<file path="src/rtl/cn_pkg.sv">
`timescale 1ns/1ps
package cn_pkg;
  localparam int SEG_W = 16;

  typedef enum logic {
    KIND_EN = 1'b0,
    KIND_PU = 1'b1
  } reg_kind_e;

  function automatic int seg_count(input int n, input int w);
    return (n + w - 1) / w;
  endfunction
endpackage

</file>
<file path="src/rtl/cn_regfile.sv">
`timescale 1ns/1ps
module cn_regfile #(
  parameter int NPINS    = 31,
  parameter int SEG_W    = 16,
  parameter int NSEG     = 2,
  parameter int SEG_BITS = 1,
  parameter int ADDR_W   = 2
) (
  input  logic              clk,
  input  logic              rst,
  input  logic              bus_we,
  input  logic [ADDR_W-1:0] bus_addr,
  input  logic [SEG_W-1:0]  bus_wdata,
  output logic [SEG_W-1:0]  bus_rdata,
  output logic [NPINS-1:0]  en_bits,
  output logic [NPINS-1:0]  pu_bits
);
  import cn_pkg::*;
  localparam int PW = NSEG * SEG_W;

  function automatic logic [PW-1:0] impl_mask();
    logic [PW-1:0] m;
    for (int i = 0; i < PW; i++) m[i] = (i < NPINS);
    return m;
  endfunction
  localparam logic [PW-1:0] IMPL = impl_mask();

  logic [SEG_W-1:0] en_seg [NSEG];
  logic [SEG_W-1:0] pu_seg [NSEG];
  logic [PW-1:0]    en_flat, pu_flat;

  reg_kind_e            kind;
  logic [SEG_BITS-1:0]  seg;
  assign kind = reg_kind_e'(bus_addr[ADDR_W-1]);
  assign seg  = bus_addr[SEG_BITS-1:0];

  always_ff @(posedge clk) begin
    if (rst) begin
      for (int i = 0; i < NSEG; i++) begin
        en_seg[i] <= '0;
        pu_seg[i] <= '0;
      end
    end else if (bus_we) begin
      for (int i = 0; i < NSEG; i++) begin
        if (seg == SEG_BITS'(i)) begin
          if (kind == KIND_EN) en_seg[i] <= bus_wdata & IMPL[i*SEG_W +: SEG_W];
          else                 pu_seg[i] <= bus_wdata & IMPL[i*SEG_W +: SEG_W];
        end
      end
    end
  end

  for (genvar g = 0; g < NSEG; g++) begin : g_flat
    assign en_flat[g*SEG_W +: SEG_W] = en_seg[g];
    assign pu_flat[g*SEG_W +: SEG_W] = pu_seg[g];
  end

  assign en_bits = en_flat[NPINS-1:0];
  assign pu_bits = pu_flat[NPINS-1:0];

  always_ff @(posedge clk) begin
    if (rst) begin
      bus_rdata <= '0;
    end else begin
      bus_rdata <= '0;
      for (int i = 0; i < NSEG; i++) begin
        if (seg == SEG_BITS'(i))
          bus_rdata <= (kind == KIND_EN) ? en_seg[i] : pu_seg[i];
      end
    end
  end

  // storage beyond the last pin is never set
  always_comb begin
    p_pad_zero_r5: assert (((en_flat | pu_flat) & ~IMPL) == '0);
  end
endmodule

</file>
<file path="src/rtl/cn_change_det.sv">
`timescale 1ns/1ps
module cn_change_det #(
  parameter int NPINS = 31
) (
  input  logic             clk,
  input  logic             rst,
  input  logic [NPINS-1:0] pins_in,
  input  logic [NPINS-1:0] en_bits,
  input  logic             irq_ack,
  input  logic             wake_raw,
  output logic [NPINS-1:0] pins_sync,
  output logic             irq_flag
);
  logic [NPINS-1:0] sync_a, sync_b, prev;
  logic             wake_a, wake_b;
  logic             set_evt;

  always_ff @(posedge clk) begin
    if (rst) begin
      sync_a <= '0;
      sync_b <= '0;
      prev   <= '0;
      wake_a <= 1'b0;
      wake_b <= 1'b0;
    end else begin
      sync_a <= pins_in;
      sync_b <= sync_a;
      prev   <= sync_b;
      wake_a <= wake_raw;
      wake_b <= wake_a;
    end
  end

  assign set_evt   = (|((sync_b ^ prev) & en_bits)) | wake_b;
  assign pins_sync = sync_b;

  always_ff @(posedge clk) begin
    if (rst)          irq_flag <= 1'b0;
    else if (set_evt) irq_flag <= 1'b1;
    else if (irq_ack) irq_flag <= 1'b0;
  end

  p_set_wins_r1: assert property (@(posedge clk) disable iff (rst)
    set_evt |=> irq_flag);
  p_sticky_r3: assert property (@(posedge clk) disable iff (rst)
    (irq_flag && !irq_ack) |=> irq_flag);
  p_ack_clears_r3: assert property (@(posedge clk) disable iff (rst)
    (irq_ack && !set_evt) |=> !irq_flag);
endmodule

</file>
<file path="src/rtl/cn_sleep_wake.sv">
`timescale 1ns/1ps
module cn_sleep_wake #(
  parameter int NPINS = 31
) (
  input  logic             clk,
  input  logic             rst,
  input  logic             sleep_mode,
  input  logic [NPINS-1:0] pins_in,
  input  logic [NPINS-1:0] pins_sync,
  input  logic [NPINS-1:0] en_bits,
  output logic             wake_raw
);
  logic             sleep_q;
  logic [NPINS-1:0] ref_lvl;

  always_ff @(posedge clk) begin
    if (rst) begin
      sleep_q <= 1'b0;
      ref_lvl <= '0;
    end else begin
      sleep_q <= sleep_mode;
      if (sleep_mode && !sleep_q) ref_lvl <= pins_sync;
    end
  end

  // combinational on purpose: must work with the clock halted
  assign wake_raw = sleep_mode & sleep_q & (|((pins_in ^ ref_lvl) & en_bits));

  p_entry_capture_r8: assert property (@(posedge clk) disable iff (rst)
    (sleep_mode && !sleep_q) |=> (ref_lvl == $past(pins_sync)));
endmodule

</file>
<file path="src/rtl/cn_wake_unit.sv">
`timescale 1ns/1ps
module cn_wake_unit #(
  parameter int NPINS = 31
) (
  input  logic             clk,
  input  logic             rst,
  input  logic [NPINS-1:0] pins_in,
  input  logic [NPINS-1:0] pin_is_out,
  input  logic             bus_we,
  input  logic [1:0]       bus_addr,
  input  logic [15:0]      bus_wdata,
  output logic [15:0]      bus_rdata,
  input  logic             irq_ack,
  input  logic             sleep_mode,
  output logic             irq_out,
  output logic [NPINS-1:0] pullup_en,
  output logic             wake_out
);
  import cn_pkg::*;
  localparam int NSEG     = seg_count(NPINS, SEG_W);
  localparam int SEG_BITS = (NSEG > 1) ? $clog2(NSEG) : 1;
  localparam int ADDR_W   = SEG_BITS + 1;

  logic [NPINS-1:0]  en_bits, pu_bits, pins_sync;
  logic [ADDR_W-1:0] addr_int;
  logic              wake_raw;

  assign addr_int = ADDR_W'(bus_addr);

  cn_regfile #(.NPINS(NPINS), .SEG_W(SEG_W), .NSEG(NSEG),
               .SEG_BITS(SEG_BITS), .ADDR_W(ADDR_W)) u_regs (
    .clk(clk), .rst(rst), .bus_we(bus_we), .bus_addr(addr_int),
    .bus_wdata(bus_wdata), .bus_rdata(bus_rdata),
    .en_bits(en_bits), .pu_bits(pu_bits));

  cn_change_det #(.NPINS(NPINS)) u_det (
    .clk(clk), .rst(rst), .pins_in(pins_in), .en_bits(en_bits),
    .irq_ack(irq_ack), .wake_raw(wake_raw), .pins_sync(pins_sync),
    .irq_flag(irq_out));

  cn_sleep_wake #(.NPINS(NPINS)) u_sleep (
    .clk(clk), .rst(rst), .sleep_mode(sleep_mode), .pins_in(pins_in),
    .pins_sync(pins_sync), .en_bits(en_bits), .wake_raw(wake_raw));

  assign wake_out = wake_raw;

  always_ff @(posedge clk) begin
    if (rst) pullup_en <= '0;
    else     pullup_en <= pu_bits & ~pin_is_out;
  end

  p_pullup_mask_r7: assert property (@(posedge clk) disable iff (rst)
    1'b1 |=> ((pullup_en & $past(pin_is_out)) == '0));
endmodule

</file>
<file path="config.mk">
export PLATFORM = sky130hd
export DESIGN_NAME = cn_wake_unit
export DESIGN_NICKNAME = d
export VERILOG_FILES = /design/src/rtl/cn_pkg.sv /design/src/rtl/cn_regfile.sv /design/src/rtl/cn_change_det.sv /design/src/rtl/cn_sleep_wake.sv /design/src/rtl/cn_wake_unit.sv
export SDC_FILE = /design/constraint.sdc
export NUM_CORES = 1
export LEC_CHECK = 0
export ABC_AREA = 1
export CAP_MARGIN = 30
export CORE_MARGIN = 2
export CORE_UTILIZATION = 45
export CTS_BUF_LIST = sky130_fd_sc_hd__clkbuf_4 sky130_fd_sc_hd__clkbuf_8 sky130_fd_sc_hd__clkbuf_16
export CTS_CLUSTER_SIZE = 20
export DETAILED_ROUTE_END_ITERATION = 10
export DONT_BUFFER_PORTS = 1
export PLACE_DENSITY_LB_ADDON = 0.1
export SKIP_CTS_REPAIR_TIMING = 1
export SYNTH_ARGS = -nofsm -noshare
export SYNTH_HDL_FRONTEND = slang
export SYNTH_HIERARCHICAL = 1
export SYNTH_SLANG_ARGS = --single-unit
</file>
<file path="constraint.sdc">
create_clock -name clk -period 3.1 [get_ports clk]
set_input_delay 0.155 -clock clk [delete_from_list [all_inputs] [get_ports clk]]
set_output_delay 0.155 -clock clk [all_outputs]
set_load 0.1 [all_outputs]
</file>
==> results.json, run 1 <==
{
  "status": "finished with violations",
  "violations": "negative hold slack",
  "layout_min_cycle_time_ns": 2.07,
  "port_buffers": 0,
  "routabilityCongestion": 0.765,
  "ir_worst_vdd_uv": 378,
  "hpwl_um": 15900,
  "synth_edf_count": 62,
  "fin_tns_setup_ns": 0,
  "clock_path_buffers": 3,
  "place_inst": 1354,
  "final_util_pct": 54.8,
  "die_area_sq_mm": 0.0218,
  "h-tree-depth": 1,
  "rsz0062_at_grt": "false",
  "track_usage_pct": 20.2,
  "routedWlPerCell_um": 15.7,
  "synth.distinct_cells": 29,
  "core-area_sq_mm": 0.0202,
  "avgSynthCellArea_sq_um": 8.33,
  "antenna_found_initial": 0,
  "clock_skew_ns": 0.00802,
  "cts-root-buf": "clkbuf_16",
  "drt_iter0_drc": 412,
  "drc": 0,
  "finalMaxSlewViolations": 0,
  "leakage_nw": 5.02,
  "ys_warn_count": 6,
  "clk_pin_slew_ns": 0.06,
  "dr.pass1.iters": 5,
  "viasPerCell": 4.67,
  "start_util_pct": 45.8,
  "overflow": 0,
  "die_h_um": 148,
  "vias": 6924,
  "final_cells": 1484,
  "fin_crit_sh_pct": 66.7,
  "grt_pass1_wl_um": 34500,
  "tightest_slew_ns": 0.970,
  "antenna_cells": 0,
  "final-setup-viol-count": 0,
  "met1Wirelength_um": 10400,
  "cts_buffers": 25,
  "layout.nets": 1281,
  "cp_data_arrival_time_ns": 1.91,
  "async_flop_share_pct": 0,
  "pwr_density_cell_mw_per_mm2": 650,
  "highest_layer": "met4",
  "clock_latency_ns": 0.51,
  "antenna_left": 0,
  "grt_max_degree": 147,
  "wl_um": 23300,
  "syn-num-nets": 1199,
  "end_kind": "output port",
  "max_freq_ghz": 0.484,
  "die-width_um": 148,
  "path_max_fanout": 3,
  "holdWs_ns": -0.0232,
  "rows": 52,
  "syn_to_final_growth_pct": 19.5,
  "seq_area_frac_synth_pct": 57.8,
  "final-hold-violation-count": 1,
  "maxCapViolCount": 0,
  "cts_tree": "built",
  "hp-class": "in -> reg",
  "syn_inst": 1114,
  "route.met2.wl_um": 11300,
  "syn-cell-area_sq_mm": 0.00928,
  "path_class": "reg -> out",
  "wl_met3_um": 1230,
  "start_kind": "flip-flop",
  "cp_data_required_time_ns": 2.94,
  "ys_ff_latch": 237,
  "first_global_vias": 6448,
  "relSlewSlack_pct": 35.2,
  "drive_gt1_share_pct": 8.98,
  "synth_top_flop_cell": "dfxtp_1",
  "power.total_w": 0.00720,
  "clock_sinks": 237,
  "io_pins": 134
}
metal layers:
layer	global-route usage [%]	up-vias
met5	0	-
met2	34.5	139
met1	26.0	3217
met4	4.62	0
met3	5.00	21
li1	-	3547
cell usage after synthesis, types with 4 or more instances:
| master | instances | area share, % |
|---|---|---|
| a211oi_1 | 7 | 0.57 |
| a211oi_2 | 20 | 2.7 |
| a21oi_1 | 8 | 0.43 |
| buf_2 | 9 | 0.49 |
| buf_4 | 8 | 0.65 |
| buf_6 | 16 | 1.9 |
| dfxtp_1 | 175 | 38 |
| edfxtp_1 | 62 | 20 |
| inv_1 | 183 | 7.4 |
| inv_2 | 17 | 0.69 |
| nand2_1 | 240 | 9.7 |
| nand2_2 | 4 | 0.27 |
| nand3_1 | 105 | 5.7 |
| nor2_1 | 235 | 9.5 |
path summary, 6_finish.rpt:
path	end	start	cells after the start	slack (ns)
hold / removal	u_regs/bus_rdata[14]$_SDFF_PP0_	bus_addr[0]	4	-0.02
hold reg to reg	u_det/pins_sync[7]$_SDFF_PP0_	u_det/sync_a[7]$_SDFF_PP0_	2	0.40
setup reg to reg	u_det/wake_a$_SDFF_PP0_	u_sleep/ref_lvl[12]$_SDFFE_PP0P_	10	1.45
setup / recovery	wake_out	u_sleep/ref_lvl[12]$_SDFFE_PP0P_	8	1.03
where the power goes:
| group | total (W) | switching [W] | leakage, nW | internal (W) |
|---|---|---|---|---|
| registers | 0.00372 | 0.000360 | 2.05 | 0.00336 |
| clock network | 0.00291 | 0.00117 | 0.408 | 0.00174 |
| logic | 0.000576 | 0.000348 | 2.56 | 0.000227 |
| total | 0.00720 | 0.00187 | 5.02 | 0.00533 |
registers in the layout, indices dropped and copies added (netlist names):
register          flops
u_regs/pu_seg        31
u_det/wake_a          1
u_det/wake_b          1
u_regs/en_seg        31
u_det/prev           31
u_det/sync_a         31
u_det/irq_flag        1
u_sleep/ref_lvl      31
pullup_en            31
u_regs/bus_rdata     16
u_sleep/sleep_q       1
u_det/pins_sync      31
layout by cell type (no fill, tap or decap), types with 3 or more instances in the layout:
cell / n
nand2_1: 240
nor2_1: 235
inv_1: 183
dfxtp_1: 175
nand3_1: 105
dlygate4sd3_1: 82
edfxtp_1: 62
clkbuf_16: 26
a211oi_2: 20
inv_2: 17
buf_4: 8
clkbuf_4: 7
a21oi_1: 7
a211oi_1: 7
clkinv_1: 5
nand2_2: 4
nor2_2: 3
clkbuf_8: 3
clkinv_2: 3
o31ai_2: 3
or2_2: 3
cell type report:
cell class              instances  area, sq um
multi-input cells             637         2850
well taps                     270          338
repair buffers                 93          948
clock buffers                  36          744
fillers                      1893         9160
inverters                     202          766
flip-flops and latches        237         5370
clock inverters                 9         63.8
stage by stage:
step                instance area, sq um  hold slack (ns)  worst slack [ns]
floorplan                           9280            0.222             0.666
global placement                    9380            0.223              1.50
detailed placement                  9380            0.224              1.47
CTS                                10200           -0.314              1.02
global route                       11100           0.0157             0.933
finish                             11100          -0.0232              1.03
cell families after synthesis:
kind of cell / share of synthesized area (%)
flip-flops: 57.8
AO/OA/AOI/OAI: 4.10
buffers and inverters: 11.5
AND/OR/NAND/NOR: 26.5
worst max-delay path, cell delays in order (launching register included):
cell and delay [ns]:
dfxtp_1 0.31, or2_2 0.29, nand3_1 0.07, nand2_1 0.05, nor2_1 0.16, nand2_1 0.09, nor2_1 0.12, a21oi_2 0.08
buf_4 0.24
Note: power is estimated with default switching activity, not from simulation.
==> inputs of run 2 (changes only) <==
==> constraint.sdc (replaced) <==
create_clock -name clk -period 1.7 [get_ports clk]
set_input_delay 0.085 -clock clk [delete_from_list [all_inputs] [get_ports clk]]
set_output_delay 0.085 -clock clk [all_outputs]
set_load 0.1 [all_outputs]
==> results.json, run 2 (synthesis results as in run 1) <==
{
  "tightest_slew_ns": 0.701,
  "start_kind": "flip-flop",
  "rsz0062_at_grt": "true",
  "final-setup-viol-count": 13,
  "final_cells": 1632,
  "grt_max_degree": 147,
  "die_area_sq_mm": 0.0218,
  "path_max_fanout": 3,
  "clk_pin_slew_ns": 0.06,
  "violations": "negative hold slack, negative setup slack",
  "cp_data_arrival_time_ns": 1.78,
  "leakage_nw": 5.87,
  "place_inst": 1415,
  "vias": 7607,
  "die-width_um": 148,
  "power.total_w": 0.0137,
  "dp_slack_ns": 0.272,
  "track_usage_pct": 20.5,
  "post-route-cell-area_sq_mm": 0.0125,
  "first_global_vias": 6608,
  "mostFrequentLayoutCell": "nand2_1",
  "clock_latency_ns": 0.53,
  "overflow": 0,
  "drive_gt1_share_pct": 14.7,
  "drt_iter0_drc": 440,
  "start_util_pct": 45.8,
  "h-tree-depth": 1,
  "rows": 52,
  "antenna_found_initial": 0,
  "final_cell_mix": "nand2_1, nor2_1, inv_1, dfxtp_1, dlygate4sd3_1",
  "cts-root-buf": "clkbuf_16",
  "final-hold-violation-count": 4,
  "hpwl_um": 16100,
  "wl_um": 25300,
  "status": "finished with violations",
  "cts_buffers": 26,
  "drc": 0,
  "clock_skew_ns": 0.0118,
  "routedWlPerCell_um": 15.5,
  "layout_min_cycle_time_ns": 1.87,
  "grt_pass1_wl_um": 34800,
  "place_area_sq_mm": 0.00987,
  "finalMaxSlewViolations": 0,
  "clock_path_buffers": 3,
  "pwr_density_cell_mw_per_mm2": 1100,
  "core-area_sq_mm": 0.0202,
  "max_freq_ghz": 0.536,
  "hp-class": "in -> reg",
  "fin_ws_ns": -0.166,
  "syn_to_final_growth_pct": 34.8,
  "port_buffers": 0,
  "antenna_left": 0,
  "maxCapViolCount": 0,
  "viasPerCell": 4.66,
  "routabilityCongestion": 0.830,
  "ir_worst_vdd_uv": 801,
  "holdWs_ns": -0.0142,
  "cp_data_required_time_ns": 1.62,
  "path_class": "reg -> out",
  "clock_sinks": 237,
  "layout.nets": 1426,
  "die_h_um": 148,
  "io_pins": 134,
  "dr.pass1.iters": 5,
  "fin_crit_sh_pct": 110,
  "cts_tree": "built",
  "end_kind": "output port",
  "relSlewSlack_pct": 53.1
}
[run 2: final timing paths]
| check | startpoint | to | slack (ns) | cells past startpoint |
|---|---|---|---|---|
| hold / removal | bus_addr[0] | u_regs/bus_rdata[11]$_SDFF_PP0_ | -0.01 | 5 |
| setup / recovery | u_sleep/ref_lvl[1]$_SDFFE_PP0P_ | wake_out | -0.17 | 8 |
| hold reg to reg | u_det/sync_a[12]$_SDFF_PP0_ | u_det/pins_sync[12]$_SDFF_PP0_ | 0.40 | 2 |
| setup reg to reg | u_regs/en_seg[0][26]$_DFFE_PP_ | u_regs/bus_rdata[10]$_SDFF_PP0_ | 0.06 | 6 |
[run 2: through the flow]
stage                     utilization [%]  TNS (ns)
after floorplan                         -    -0.117
after global placement               48.8         0
after detailed placement             48.8         0
after CTS                            53.1    -0.292
after global routing                 61.8    -0.667
final                                61.8    -0.433
[run 2: cell type report]
| cell class | count | area (sq um) |
|---|---|---|
| fillers | 1770 | 7730 |
| flip-flops and latches | 237 | 5370 |
| multi-input cells | 637 | 2930 |
| repair buffers | 237 | 2230 |
| clock buffers | 41 | 812 |
| inverters | 202 | 766 |
| well taps | 270 | 338 |
| clock inverters | 7 | 58.8 |
| diodes | 1 | 2.50 |
[run 2: routing by layer]
layer  wire [um]  part of all wire, %  up-vias  global-route usage (%)
met5           0                    0        -                       0
met1       10600                   42     3543                    25.9
met2       12700                   50      181                    35.8
met4         551                  2.2        0                    5.43
met3        1510                  6.0       40                    4.41
li1            -                    -     3843                       -
[run 2: power by group]
group,switching [W],total (W),internal [W]
sequential,0.000177,0.00630,0.00612
combinational,0.00115,0.00180,0.000649
clock,0.00221,0.00563,0.00342
total,0.00354,0.0137,0.0102
[run 2: critical path, cell delays in order (launching register included)]
cell     delay [ns]
dfxtp_2        0.32
or2_4          0.22
nand3_2        0.06
nand2_2        0.08
nor2_4         0.12
nand2_2        0.07
nor2_4         0.12
a21oi_4        0.08
buf_12         0.17
==> inputs of run 3 (changes only) <==
--- a/config.mk
+++ b/config.mk
@@ -7,7 +7,6 @@
 export LEC_CHECK = 0
 export ABC_AREA = 1
 export CAP_MARGIN = 30
-export CORE_MARGIN = 2
 export CORE_UTILIZATION = 45
 export CTS_BUF_LIST = sky130_fd_sc_hd__clkbuf_4 sky130_fd_sc_hd__clkbuf_8 sky130_fd_sc_hd__clkbuf_16
 export CTS_CLUSTER_SIZE = 20
==> results.json, run 3 (synthesis results as in run 1) <==
{
  "status": "finished with violations",
  "violations": "negative hold slack, negative setup slack",
  "clk_pin_slew_ns": 0.06,
  "final-hold-violation-count": 17,
  "cts-root-buf": "clkbuf_16",
  "layout_min_cycle_time_ns": 1.89,
  "io_pins": 134,
  "final-setup-viol-count": 1,
  "final_cell_mix": "nand2_1, nor2_1, inv_1, dfxtp_1, dlygate4sd3_1",
  "antenna_left": 0,
  "die-width_um": 146,
  "track_usage_pct": 21.2,
  "routedWlPerCell_um": 15.3,
  "switchingPower_w": 0.00352,
  "routabilityCongestion": 0.796,
  "power.total_w": 0.0134,
  "wl_um": 24700,
  "regArea_sq_mm": 0.00537,
  "grt_pass1_wl_um": 34800,
  "drive_gt1_share_pct": 14.1,
  "h-tree-depth": 1,
  "mostFrequentLayoutCell": "nand2_1",
  "clock_path_buffers": 3,
  "clock_skew_ns": 0.0197,
  "overflow": 0,
  "swShare_pct": 26.3,
  "maxCapViolCount": 0,
  "rrSetupSlack_ns": 0.06,
  "cp_data_arrival_time_ns": 1.81,
  "rsz0062_at_grt": "true",
  "fin_crit_sh_pct": 111,
  "fin_tns_setup_ns": -0.194,
  "dp_slack_ns": 0.310,
  "antenna_cells": 0,
  "nFillCells": 1822,
  "path_max_fanout": 3,
  "combinationalPowerShare_pct": 13.1,
  "grt_max_degree": 147,
  "path_class": "reg -> out",
  "end_kind": "output port",
  "intPower_w": 0.00985,
  "leakage_nw": 5.78,
  "ir_worst_vdd_uv": 783,
  "hpwl_um": 15800,
  "finalMaxSlewViolations": 0,
  "syn_to_final_growth_pct": 32.6,
  "reg2reg_to": "u_regs/bus_rdata[8]$_SDFF_PP0_",
  "hp-class": "in -> reg",
  "cts_buffers": 26,
  "viasPerCell": 4.65,
  "core-area_sq_mm": 0.0202,
  "drt_iter0_drc": 443,
  "dr.pass1.iters": 5,
  "multiInputGateArea_sq_mm": 0.00292,
  "cts_tree": "built",
  "rows": 52,
  "cp_data_required_time_ns": 1.62,
  "pwr_density_cell_mw_per_mm2": 1090,
  "final_cells": 1614,
  "port_buffers": 0,
  "place_inst": 1411,
  "slowest_delay_ns": 0.32,
  "worst_path_max_delay_cell": "dfxtp_2",
  "clkPwrFrac_pct": 39.7,
  "antenna_found_initial": 0,
  "sequentialPowerShare_pct": 47.2,
  "clock_sinks": 237,
  "layout.nets": 1411,
  "tightest_slew_ns": 0.551,
  "die_h_um": 146,
  "reg2reg_depth": 6,
  "start_util_pct": 45.8,
  "fin_ws_ns": -0.194,
  "crit_path_cell_trace": "or2_4 > nand3_2 > nand2_2 > nor2_4 > nand2_1 > nor2_1 > a21oi_2 > buf_12",
  "holdWs_ns": -0.0324,
  "start_kind": "flip-flop",
  "first_global_vias": 6518,
  "cp-endpoint": "wake_out",
  "drc": 0,
  "clock_latency_ns": 0.53,
  "r2r-start": "u_regs/en_seg[0][24]$_DFFE_PP_",
  "vias": 7507,
  "relSlewSlack_pct": 63.2,
  "crit_path_start": "u_sleep/ref_lvl[1]$_SDFFE_PP0P_",
  "die_area_sq_mm": 0.0212,
  "max_freq_ghz": 0.528
}
## run 3: cell types whose count changed in the layout (fill, tap and decap cells not counted), sizes merged
cell and delta:
buf -6, bufinv -1, clkbuf -6, clkinv +5
diode -1, dlygate4sd3 -9
## run 3: layout make-up
cell class | instances | share of cell area, %
clock buffers | 35 | 6.13
clock inverters | 11 | 0.488
inverters | 202 | 6.22
multi-input cells | 637 | 23.7
flip-flops and latches | 237 | 43.7
well taps | 270 | 2.75
repair buffers | 222 | 17.0
## run 3: worst min path at each step
stage / from / endpoint / slack, ns / cells past startpoint
floorplan: pin_is_out[0] / pullup_en[0]$_SDFF_PP0_ / 0.15 / 1
global placement: pin_is_out[28] / pullup_en[28]$_SDFF_PP0_ / 0.15 / 1
detailed placement: pin_is_out[28] / pullup_en[28]$_SDFF_PP0_ / 0.15 / 1
CTS: pin_is_out[28] / pullup_en[28]$_SDFF_PP0_ / -0.41 / 1
global route: rst / u_regs/pu_seg[0][2]$_DFFE_PP_ / 0.008 / 3
finish: rst / pullup_en[15]$_SDFF_PP0_ / -0.03 / 3
## run 3: power groups by stage
stage / clock network (W) / registers [W] / logic [W]
floorplan: 0 / 0.00684 / 0.000699
finish: 0.00530 / 0.00631 / 0.00175
global placement: 0 / 0.00642 / 0.00138
detailed placement: 0 / 0.00643 / 0.00139
global route: 0.00564 / 0.00635 / 0.00189
CTS: 0.00540 / 0.00631 / 0.00139
## run 3: critical path: cells and delay by family, from the launching register on
| kind | cells | cell delay (ns) |
|---|---|---|
| simple gates | 6 | 0.68 |
| compound gates | 1 | 0.10 |
| flops | 1 | 0.32 |
| buf+inv | 1 | 0.17 |
## run 3: stage by stage
step	instance area [sq um]	utilization (%)
floorplan	9290	-
global placement	9840	48.6
detailed placement	9840	48.6
CTS	10700	52.6
global route	12300	60.8
finish	12300	60.8
## run 3: per-layer routing
metal	vias to the layer above	track usage, %	share of wire [%]
met5	-	0	0
met4	0	4.68	1.2
met3	22	3.95	5.1
met2	172	36.5	50
met1	3507	27.6	44
li1	3806	-	-
